### config.mk
export PLATFORM = sky130hd
export DESIGN_NAME = hzc_dual_issue_check
export DESIGN_NICKNAME = d
export VERILOG_FILES = /design/src/rtl/hzc_pkg.sv /design/src/rtl/hzc_class_decode.sv /design/src/rtl/hzc_unit_timer.sv /design/src/rtl/hzc_slot_arbiter.sv /design/src/rtl/hzc_dual_issue_check.sv
export SDC_FILE = /design/constraint.sdc
export NUM_CORES = 1
export LEC_CHECK = 0
export ABC_AREA = 1
export BUFFER_PORTS_ARGS = -buffer_cell sky130_fd_sc_hd__clkbuf_2
export CELL_PAD_IN_SITES_DETAIL_PLACEMENT = 0
export CELL_PAD_IN_SITES_GLOBAL_PLACEMENT = 2
export CORE_MARGIN = 2
export CORE_UTILIZATION = 37
export CTS_BUF_LIST = sky130_fd_sc_hd__clkbuf_8
export DETAILED_ROUTE_END_ITERATION = 12
export HOLD_SLACK_MARGIN = 0.03
export PLACE_DENSITY_LB_ADDON = 0.1
export SETUP_SLACK_MARGIN = 0.5
export SYNTH_ARGS = -nofsm -noshare
export SYNTH_HDL_FRONTEND = slang
export SYNTH_SLANG_ARGS = --single-unit
### constraint.sdc
create_clock -name clk -period 3.7 [get_ports clk]
set_clock_uncertainty 0.05 [all_clocks]
set_input_delay 0.74 -clock clk [delete_from_list [all_inputs] [get_ports clk]]
set_output_delay 0.74 -clock clk [all_outputs]
set_load 0.1 [all_outputs]
### src/rtl/hzc_pkg.sv
package hzc_pkg;

  localparam int CLS_W     = 5;
  localparam int UNIT_W    = 4;
  localparam int NUM_UNITS = 13;

  // class encodings
  typedef enum logic [CLS_W-1:0] {
    CL_NOP    = 5'd0,
    CL_IMM    = 5'd1,
    CL_ALU    = 5'd2,
    CL_BR     = 5'd3,
    CL_MWR    = 5'd4,
    CL_MRD    = 5'd5,
    CL_XWR    = 5'd6,
    CL_XRD    = 5'd7,
    CL_SHD    = 5'd8,
    CL_MUL    = 5'd9,
    CL_DIV    = 5'd10,
    CL_DIVD   = 5'd11,
    CL_FRD    = 5'd12,
    CL_FCMP   = 5'd13,
    CL_FMOV   = 5'd14,
    CL_FARITH = 5'd15,
    CL_FDIV   = 5'd16,
    CL_FWR    = 5'd17,
    CL_BMOVE  = 5'd18
  } op_class_e;

  // unit codes
  typedef enum logic [UNIT_W-1:0] {
    U_MOV   = 4'd0,
    U_ALU1  = 4'd1,
    U_ALU2  = 4'd2,
    U_BRU   = 4'd3,
    U_MWR   = 4'd4,
    U_MRD   = 4'd5,
    U_XPORT = 4'd6,
    U_XENG  = 4'd7,
    U_FCMP  = 4'd8,
    U_FPU1  = 4'd9,
    U_FPU2  = 4'd10,
    U_FPU3  = 4'd11,
    U_FPU4  = 4'd12,
    U_NONE  = 4'd15
  } unit_e;

  typedef logic [NUM_UNITS-1:0] umask_t;

  // Resource needs of one slot, after class decode
  typedef struct packed {
    umask_t fix;    // units that are fixed by the class
    unit_e  steer;  // unit reported when granted (ALU resolved later)
    logic   alu;    // needs one of the two ALUs
    logic   bm;     // block move: needs both issue slots
  } slot_need_t;

  function automatic umask_t ubit(input unit_e u);
    return umask_t'(1) << u;
  endfunction

endpackage

### src/rtl/hzc_class_decode.sv
module hzc_class_decode
  import hzc_pkg::*;
#(
  parameter int CNT_W     = 7,
  parameter int SHD_HOLD  = 2,
  parameter int MUL_HOLD  = 3,
  parameter int DIV_HOLD  = 34,
  parameter int DIVD_HOLD = 66
) (
  input  logic [CLS_W-1:0] cls_i,
  output slot_need_t       need_o,
  output logic [CNT_W-1:0] eng_val_o   // engine counter load value (hold - 1)
);

  always_comb begin
    need_o.fix   = '0;
    need_o.steer = U_NONE;
    need_o.alu   = 1'b0;
    need_o.bm    = 1'b0;
    eng_val_o    = '0;
    case (op_class_e'(cls_i))
      // single-cycle units
      CL_IMM:    begin need_o.fix = ubit(U_MOV);   need_o.steer = U_MOV;   end
      CL_BR:     begin need_o.fix = ubit(U_BRU);   need_o.steer = U_BRU;   end
      CL_MWR:    begin need_o.fix = ubit(U_MWR);   need_o.steer = U_MWR;   end
      CL_MRD:    begin need_o.fix = ubit(U_MRD);   need_o.steer = U_MRD;   end
      CL_XWR,
      CL_FRD:    begin need_o.fix = ubit(U_XPORT); need_o.steer = U_XPORT; end
      CL_FCMP:   begin need_o.fix = ubit(U_FCMP);  need_o.steer = U_FCMP;  end
      CL_FMOV:   begin need_o.fix = ubit(U_FPU1);  need_o.steer = U_FPU1;  end
      CL_FARITH: begin need_o.fix = ubit(U_FPU2);  need_o.steer = U_FPU2;  end
      CL_FWR:    begin need_o.fix = ubit(U_FPU4);  need_o.steer = U_FPU4;  end
      // long FP op
      CL_FDIV:   begin need_o.fix = ubit(U_FPU3);  need_o.steer = U_FPU3;  end
      // either ALU
      CL_ALU:    need_o.alu = 1'b1;
      // engine operations: port plus engine
      CL_XRD: begin
        need_o.fix = ubit(U_XPORT) | ubit(U_XENG);
        need_o.steer = U_XENG;
        eng_val_o = '0;
      end
      CL_SHD: begin
        need_o.fix = ubit(U_XPORT) | ubit(U_XENG);
        need_o.steer = U_XENG;
        eng_val_o = CNT_W'(SHD_HOLD - 1);
      end
      CL_MUL: begin
        need_o.fix = ubit(U_XPORT) | ubit(U_XENG);
        need_o.steer = U_XENG;
        eng_val_o = CNT_W'(MUL_HOLD - 1);
      end
      CL_DIV: begin
        need_o.fix = ubit(U_XPORT) | ubit(U_XENG);
        need_o.steer = U_XENG;
        eng_val_o = CNT_W'(DIV_HOLD - 1);
      end
      CL_DIVD: begin
        need_o.fix = ubit(U_XPORT) | ubit(U_XENG);
        need_o.steer = U_XENG;
        eng_val_o = CNT_W'(DIVD_HOLD - 1);
      end
      // block move
      CL_BMOVE: need_o.bm = 1'b1;
      // no-operation and unused codes need nothing
      default: ;
    endcase
  end

endmodule

### src/rtl/hzc_unit_timer.sv
module hzc_unit_timer #(
  parameter int CNT_W = 7
) (
  input  logic             clk,
  input  logic             rst,
  input  logic             load_i,
  input  logic [CNT_W-1:0] val_i,
  output logic             busy_o
);

  logic [CNT_W-1:0] cnt_q;

  always_ff @(posedge clk) begin
    if (rst) begin
      cnt_q <= '0;
    end else if (load_i) begin
      cnt_q <= val_i;
    end else if (cnt_q != '0) begin
      cnt_q <= cnt_q - 1'b1;
    end
  end

  assign busy_o = (cnt_q != '0);

endmodule

### src/rtl/hzc_slot_arbiter.sv
module hzc_slot_arbiter
  import hzc_pkg::*;
(
  input  logic [1:0] valid_i,
  input  logic       lock_i,
  input  umask_t     busy_i,
  input  slot_need_t need0_i,
  input  slot_need_t need1_i,
  output logic       grant0_o,
  output logic       grant1_o,
  output umask_t     use0_o,
  output umask_t     use1_o,
  output unit_e      unit0_o,
  output unit_e      unit1_o,
  output logic       bm_start_o
);

  // Fit one slot into the free units; R4 prefers ALU 1
  function automatic void place(input slot_need_t n, input umask_t free,
                                output logic fits, output umask_t need_m,
                                output unit_e steer);
    need_m = n.fix;
    steer  = n.steer;
    if (n.alu) begin
      if (free[U_ALU1]) begin
        need_m = need_m | ubit(U_ALU1);
        steer  = U_ALU1;
      end else begin
        need_m = need_m | ubit(U_ALU2);
        steer  = U_ALU2;
      end
    end
    fits = ((need_m & ~free) == '0);
  endfunction

  umask_t free0, free1, m0, m1;
  logic   fit0, fit1;
  unit_e  st0, st1;

  always_comb begin
    free0 = ~busy_i;
    place(need0_i, free0, fit0, m0, st0);
    grant0_o = valid_i[0] & ~lock_i & fit0;
    use0_o   = grant0_o ? m0 : '0;
    unit0_o  = grant0_o ? st0 : U_NONE;

    // slot 1 sees what slot 0 left; R8: no slot 1 beside a block move
    free1 = free0 & ~use0_o;
    place(need1_i, free1, fit1, m1, st1);
    grant1_o = grant0_o & valid_i[1] & ~need0_i.bm & ~need1_i.bm & fit1;
    use1_o   = grant1_o ? m1 : '0;
    unit1_o  = grant1_o ? st1 : U_NONE;

    bm_start_o = grant0_o & need0_i.bm;
  end

endmodule

### src/rtl/hzc_dual_issue_check.sv
module hzc_dual_issue_check
  import hzc_pkg::*;
#(
  parameter int SHD_HOLD   = 2,
  parameter int MUL_HOLD   = 3,
  parameter int DIV_HOLD   = 34,
  parameter int DIVD_HOLD  = 66,
  parameter int FDIV_HOLD  = 15,
  parameter int BMOVE_HOLD = 16
) (
  input  logic       clk,
  input  logic       rst,
  input  logic [1:0] valid_i,
  input  logic [4:0] cls0_i,
  input  logic [4:0] cls1_i,
  output logic [1:0] grant_o,
  output logic [3:0] unit0_o,
  output logic [3:0] unit1_o
);

  function automatic int max_of(input int a, input int b);
    return (a > b) ? a : b;
  endfunction

  localparam int MAX_HOLD = max_of(max_of(max_of(SHD_HOLD, MUL_HOLD), max_of(DIV_HOLD, DIVD_HOLD)),
                                   max_of(FDIV_HOLD, BMOVE_HOLD));
  localparam int CNT_W = (MAX_HOLD > 2) ? $clog2(MAX_HOLD) : 1;

  logic [CLS_W-1:0] cls_in [2];
  slot_need_t       need   [2];
  logic [CNT_W-1:0] eng_val[2];

  assign cls_in[0] = cls0_i;
  assign cls_in[1] = cls1_i;

  for (genvar s = 0; s < 2; s++) begin : g_dec
    hzc_class_decode #(
      .CNT_W(CNT_W), .SHD_HOLD(SHD_HOLD), .MUL_HOLD(MUL_HOLD),
      .DIV_HOLD(DIV_HOLD), .DIVD_HOLD(DIVD_HOLD)
    ) u_dec (
      .cls_i    (cls_in[s]),
      .need_o   (need[s]),
      .eng_val_o(eng_val[s])
    );
  end

  umask_t busy, use0, use1;
  logic   lock, grant0, grant1, bm_start;
  unit_e  unit0, unit1;

  hzc_slot_arbiter u_arb (
    .valid_i   (valid_i),
    .lock_i    (lock),
    .busy_i    (busy),
    .need0_i   (need[0]),
    .need1_i   (need[1]),
    .grant0_o  (grant0),
    .grant1_o  (grant1),
    .use0_o    (use0),
    .use1_o    (use1),
    .unit0_o   (unit0),
    .unit1_o   (unit1),
    .bm_start_o(bm_start)
  );

  // One busy counter per unit; R6 engine and R7 FP divide load longer holds
  logic [CNT_W-1:0] ld_val [NUM_UNITS];

  for (genvar u = 0; u < NUM_UNITS; u++) begin : g_unit
    if (u == int'(U_XENG)) begin : g_eng
      assign ld_val[u] = use0[u] ? eng_val[0] : eng_val[1];
    end else if (u == int'(U_FPU3)) begin : g_fdiv
      assign ld_val[u] = CNT_W'(FDIV_HOLD - 1);
    end else begin : g_single
      assign ld_val[u] = '0;
    end
    hzc_unit_timer #(.CNT_W(CNT_W)) u_tmr (
      .clk   (clk),
      .rst   (rst),
      .load_i(use0[u] | use1[u]),
      .val_i (ld_val[u]),
      .busy_o(busy[u])
    );
  end

  // block-move issue lock
  hzc_unit_timer #(.CNT_W(CNT_W)) u_lock (
    .clk   (clk),
    .rst   (rst),
    .load_i(bm_start),
    .val_i (CNT_W'(BMOVE_HOLD - 1)),
    .busy_o(lock)
  );

  // registered outputs, R1 reset values
  always_ff @(posedge clk) begin
    if (rst) begin
      grant_o <= '0;
      unit0_o <= U_NONE;
      unit1_o <= U_NONE;
    end else begin
      grant_o <= {grant1, grant0};
      unit0_o <= unit0;
      unit1_o <= unit1;
    end
  end

endmodule

# == After elaboration in Yosys (flattened, before gate mapping) ==
# Cells that the tools add are included.
# W data, S select, Z words.
# word_totals
input_bits,14
output_inout_bits,10
reg_bits,108
word_cells,164
# classes
n_reduce_logical,38
n_bitwise,32
add_sub_neg,14
eq_ne,36
muxes,25
# ops
op,count
$pmux W17 S11,2
$reduce_bool A7 Y1,14
$sub A7 B1 Y7 const B,14
$eq A5 B4 Y1 const B,16
$pmux W7 S4,2
$not A13 Y13,4
$eq A5 B3 Y1 const B,8
$and A13 B13 Y13,3
$reduce_or A2 Y1,17
$eq A5 B5 Y1 const B,6
$logic_not A13 Y1,2
$mux W13,2
$mux W4,6
$mux W7,3
$eq A5 B2 Y1 const B,4
$or A1 B1 Y1,13
$mux W3,4
$eq A5 B1 Y1 const B,2
$reduce_or A5 Y1,2
$and A1 B1 Y1,7
$reduce_bool A2 Y1,3
$not A1 Y1,5
$mux W1,4
$mux W2,2

# == Depth between registers and ports, before layout ==
# logic_depth
word_depth,19
depth_mapped,23

# == Cells and area by module ==
# A second synthesis with hierarchy kept.
# hier_totals
cells_unflattened,1330
area_unflattened_um2,8224.1
# modules_own_cells
module,area_per_inst_um2,n_inst,cells_each
hzc_unit_timer,445.4,14,68
hzc_slot_arbiter,879.6,1,168
hzc_class_decode,330.3,2,75
hzc_dual_issue_check,447.9,1,60

# == Worst setup path after synthesis ==
# No wires, ideal clock.
# synth_timing
path_type,input to register
startpoint,input cls0_i[3]
endpoint,register g_unit[4].u_tmr.cnt_q[2]
path_slack_ns,0.928
stages,18
t_required_ns,3.520
arrival_time_ns,2.592
setup_time_ns,0.130
cell_sequence,nor2_1 -> inv_1 -> nor2_1 -> nand2_1 -> o21ai_1 -> nor2_2 -> buf_4 -> nand4_1 -> nand2_1 -> nand2_1 -> nand2_1 -> inv_1 -> nand3_1 -> nor2_2 -> buf_6 -> nand2_1 -> nand3_2 -> nor3_2
# synth_via
elab_chain_len,19
elab_cells_between_ends,44
classes_between,eq/ne (18); mux (9); bitwise (12); reduce/logical (5)
# synth_rtl
item,line_no,source
from (decl),hzc_dual_issue_check.sv:14,"input logic [4:0] cls0_i,"
$eq A5 B3 Y1 or $eq A5 B4 Y1 (tied branches),hzc_class_decode.sv:21,case (op_class_e'(cls_i))
$reduce_or A5 Y1 (no source line) or $reduce_or A2 Y1 (tied branches),--,
$pmux W17 S11,hzc_class_decode.sv:21,
$mux W3,hzc_slot_arbiter.sv:25,if (free[U_ALU1]) begin
$mux W3,hzc_slot_arbiter.sv:24,if (n.alu) begin
$and A13 B13 Y13,hzc_slot_arbiter.sv:33,fits = ((need_m & ~free) == '0);
$logic_not A13 Y1,hzc_slot_arbiter.sv:33,
$and A1 B1 Y1,hzc_slot_arbiter.sv:43,grant0_o = valid_i[0] & ~lock_i & fit0;
[... 3 more ...],--,
$mux W3,hzc_slot_arbiter.sv:25,
$mux W3,hzc_slot_arbiter.sv:24,
$and A13 B13 Y13,hzc_slot_arbiter.sv:33,
$logic_not A13 Y1,hzc_slot_arbiter.sv:33,
$and A1 B1 Y1,hzc_slot_arbiter.sv:50,grant1_o = grant0_o & valid_i[1] & ~need0_i.bm & ~need1_i.bm & fit1;
$mux W13,hzc_slot_arbiter.sv:51,use1_o = grant1_o ? m1 : '0;
$or A1 B1 Y1 (*),hzc_dual_issue_check.sv:80,".load_i(use0[u] | use1[u]),"
$reduce_or A2 Y1 (no source line) (*),--,
to (signal assigned),hzc_unit_timer.sv:17,cnt_q <= val_i;
to (signal assigned),hzc_unit_timer.sv:19,cnt_q <= cnt_q - 1'b1;
to (decl),hzc_unit_timer.sv:11,logic [CNT_W-1:0] cnt_q;
# Every way passes the cells marked *; elsewhere a longest branch is shown, timed or not.
# A chain may end at the register's enable or synchronous reset.

# == Worst setup path after layout ==
# layout_timing
startpoint,input cls0_i[0]
endpoint,register g_unit[7].u_tmr.cnt_q[1]
# layout_via
elab_chain_len,19
elab_cells_between_ends,47
classes_between,eq/ne (18); mux (12); bitwise (12); reduce/logical (5)
# layout_rtl
item,line_no
$eq A5 B3 Y1 or $eq A5 B4 Y1 (tied branches),hzc_class_decode.sv:21
$reduce_or A5 Y1 (no source line) or $reduce_or A2 Y1 (tied branches),--
$pmux W17 S11,hzc_class_decode.sv:21
$mux W3,hzc_slot_arbiter.sv:25
$mux W3,hzc_slot_arbiter.sv:24
$and A13 B13 Y13,hzc_slot_arbiter.sv:33
$logic_not A13 Y1,hzc_slot_arbiter.sv:33
$and A1 B1 Y1,hzc_slot_arbiter.sv:43
[... 3 more ...],--
$mux W3,hzc_slot_arbiter.sv:25
$mux W3,hzc_slot_arbiter.sv:24
$and A13 B13 Y13,hzc_slot_arbiter.sv:33
$logic_not A13 Y1,hzc_slot_arbiter.sv:33
$and A1 B1 Y1,hzc_slot_arbiter.sv:50
$mux W13,hzc_slot_arbiter.sv:51
$or A1 B1 Y1,hzc_dual_issue_check.sv:80
$mux W7 or $reduce_bool A2 Y1 (tied branches),--
to (signal assigned),hzc_unit_timer.sv:17
to (signal assigned),hzc_unit_timer.sv:19
to (decl),hzc_unit_timer.sv:11
# Parallel ways exist; a longest one is shown, timed or not.

==> results.md <==
- Post-synth ARST share: 0%
- Slew Viols, Final: 0
- Synth warn: 0
- Post-layout net count: 929
- Initial antenna violation count: 0
- Crit-path max cell delay: 240 ps
- Critical Path End: g_unit[7].u_tmr.cnt_q[1]
- Final hold vios: 0
- Initial Util: about 38%
- Skew-Pair Late Insertion Delay: 390 ps
- Root Driver: clkbuf_8
- Synth Register Bits: 108
- Port Buffer Count: 23
- DRT Wirelength: 14.5 mm
- RePlAce Congestion: roughly 0.84
- Die X-Extent: between 100 and 150 um
- Number of diodes: 0
- Main area contributors after synthesis: dfxtp_1 37%, nand2_1 12%, nor2_1 8.1%, inv_1 7.0%, nor3_2 4.2%
- Fmax: 334 MHz
- RSZ-0062 raised after global routing: false
- Remaining DRCs: 0
- Fin crit period: 2990 ps
- Die Y: 130 um
- # IOs: 24
- Post-synth top area share: ~37%
- Vias: 5381
- Power Density: approximately 800 mW/mm2
- Startpoint types: input pin
- R2R setup slack: a little under 800 ps
- Post-synth top cells: 185 x nand2_1, 127 x nor2_1, 111 x inv_1, 108 x dfxtp_1, 45 x o21ai_0
- CTS sink count: 108
- Final setup violation count: 0
- Post-Synthesis Cells: between 800 and 900
- Reg2Reg Depth: 22
- EDFF count, synth: 0
- H-tree depth: 3
- Clk slew on worst S/H paths: about 110 ps
- Max-cap check violation count: 0
- Slowest CP cell: nor2_1
- LEAKAGE: 0.00304 uW
- Worst min path class: reg -> reg
- Synth Area per Inst: around 7 um2
- Setup TNS: 0 ps
- Buf/Inv on CP: 5
- Vias in the first global route: between 5000 and 6000
- CTS tree: built
- Critical path depth: 21
- Post-synth top area cell: dfxtp_1
- Wire per inst: between 10 and 15 um
- TritonRoute pass-1 iters: 4
- Fillcell total: about 1700
- Syn-to-layout area delta: 14.8%
- CTS max path bufs: 2
- Worst EP required: between 3000 and 4000 ps
- Top delay family on crit path: simple AND/OR/NAND/NOR gates
- Tightest Pin Transition: 627 ps
- Crit end category: flip-flop
- Share of layout cells above drive strength 1: roughly 16%
- Synthesized cell area: about 0.0059 mm2
- CP Launch Point: cls0_i[0]
- Worst IR Drop VDD: around 0.32 mV
- Crit-path most repeated cell: nand2_1
- GR Util All Layers: 18.1%
- Max-slew headroom: between 50% and 60%
- RR Startpoint: g_unit[8].u_tmr.cnt_q[0]
- GR Overflow Total: 0
- Cts bufs inserted: 9
- Core Box Area: around 0.016 mm2
- Outcome: finished, final reports clean
- Worst Path Arrival: between 3000 and 4000 ps
- Cell Count, Final, Fillers Out: between 1000 and 1500
- Max FO, Critical Path: 10
- Synth unique cells: 44
- CP Class: in -> reg
- Worst-path cell chain: clkbuf_2 -> inv_1 -> nor2_1 -> nand3_1 -> nor2_1 -> nor2_4 -> buf_4 -> buf_4 -> nand4_1 -> nand2_1 -> nand2_1 -> nand2_1 -> nor2_1 -> nand2_1 -> nor2_4 -> buf_12 -> nand2_2 -> nand2_2 -> nand2_1 -> nand3_1 -> nand2_1
- Die footprint: between 0.015 and 0.02 mm2
- Main synth FF type: dfxtp_1
- Final worst path period share: 80.9%
- Detail Route Antenna Nets: 0
- CTS Hold Buffers Added: 0
- Fin util: 43.1%
- FF-to-FF End: g_unit[7].u_tmr.cnt_q[1]
- Cell row count: 46
- Syn Nets: 879
- Detailed Route Iter0 Violations: approximately 240
- Cells after DPL: about 1100
- Count leader, synth: nand2_1
- Dpl hpwl: about 11 mm
- First-pass GRT wire length: 24.3 mm
- Sequential fraction of the synthesis area: approximately 37%
- Via/cell ratio: 4.82
- Largest net degree at the start of global routing: 20
-- what timing repair did --
action / in CTS / in global routing
pin swaps: 1 / 10
buffers inserted: 1 / 10
gates resized for setup: 4 / 33
cloned: 0 / 0
endpoints found under the setup margin: 85 / 92
-- where the power goes --
part	switching [uW]	internal [uW]	total, uW	leakage (uW)
clock	442	323	765	0.000101
combinational	1720	1150	2860	0.00204
sequential	274	1530	1810	0.000891
-- flip-flops by register name, indices dropped and copies added, names as in the netlist --
register            count
grant_o                 2
unit0_o                 4
unit1_o                 4
u_lock.cnt_q            7
g_unit.u_tmr.cnt_q     91
-- how the worst min path moves through the flow --
| stage | start | end | cells after the start |
|---|---|---|---|
| after global placement | g_unit[10].u_tmr.cnt_q[6] | g_unit[10].u_tmr.cnt_q[6] | 2 |
| after detailed placement | g_unit[10].u_tmr.cnt_q[6] | g_unit[10].u_tmr.cnt_q[6] | 2 |
| after global routing | g_unit[3].u_tmr.cnt_q[0] | g_unit[3].u_tmr.cnt_q[0] | 2 |
| after floorplan | g_unit[10].u_tmr.cnt_q[6] | g_unit[10].u_tmr.cnt_q[6] | 2 |
| final | g_unit[12].u_tmr.cnt_q[6] | g_unit[12].u_tmr.cnt_q[6] | 2 |
| after CTS | g_unit[5].u_tmr.cnt_q[6] | g_unit[5].u_tmr.cnt_q[6] | 2 |
-- routing by layer --
layer / share of wire, % / track usage [%]
met5: 0 / 0
met2: 47 / 30.9
met1: 47 / 22.7
met4: 2.3 / 5.82
met3: 3.2 / 4.32
-- layout by cell type (no fill, tap or decap), drive strengths merged, types with 2 or more instances in the layout --
cell type | netlist | routed
a21oi | 43 | 43
xor2 | 4 | 4
nor3 | 59 | 59
clkbuf | 2 | 32
nand2 | 187 | 187
nand3 | 45 | 45
o41ai | 2 | 2
clkinv | 1 | 3
nand4 | 14 | 14
a211oi | 3 | 3
o31ai | 4 | 4
buf | 5 | 23
or2 | 3 | 3
or3 | 4 | 4
nor2 | 139 | 139
nor4 | 5 | 5
inv | 114 | 117
a31oi | 3 | 3
o22ai | 2 | 2
xnor2 | 24 | 24
o21ai | 47 | 47
ha | 19 | 19
dfxtp | 108 | 108
-- per-stage QoR --
stage	total power [uW]	hold slack (ps)	instance area (um2)	worst slack, ps
2_1_floorplan	3940	373	5920	928
3_3_place_gp	4500	388	6360	135
3_5_place_dp	4560	385	6360	166
4_1_cts	5370	411	6590	515
5_1_grt	6010	435	6790	483
6_report	5430	408	6790	705
-- cell type report --
cell class / instances / area (um2) / area share [%]
clock buffer: 9 / 124 / 1.82
inverter: 115 / 434 / 6.39
timing repair buffer: 46 / 308 / 4.53
multi-input combinational: 616 / 3410 / 50.2
tap: 216 / 270 / 3.98
clock inverter: 7 / 81.3 / 1.20
sequential: 108 / 2160 / 31.8
-- worst min-delay path, delay by kind of cell, from the launching register on --
kind,cells,cell delay (ps)
AND/OR/NAND/NOR,2,100
flip-flops,1,330
-- cells by family after synthesis --
logic type,synth area share [%]
DFF,36.5
xor gates and xnor gates,4.15
and+or+nand+nor,37.2
AOI/OAI and AO/OA,10.1
buffers and inverters,8.04
adders and majority gates,4.02
Note: power is estimated with default switching activity, not from simulation.
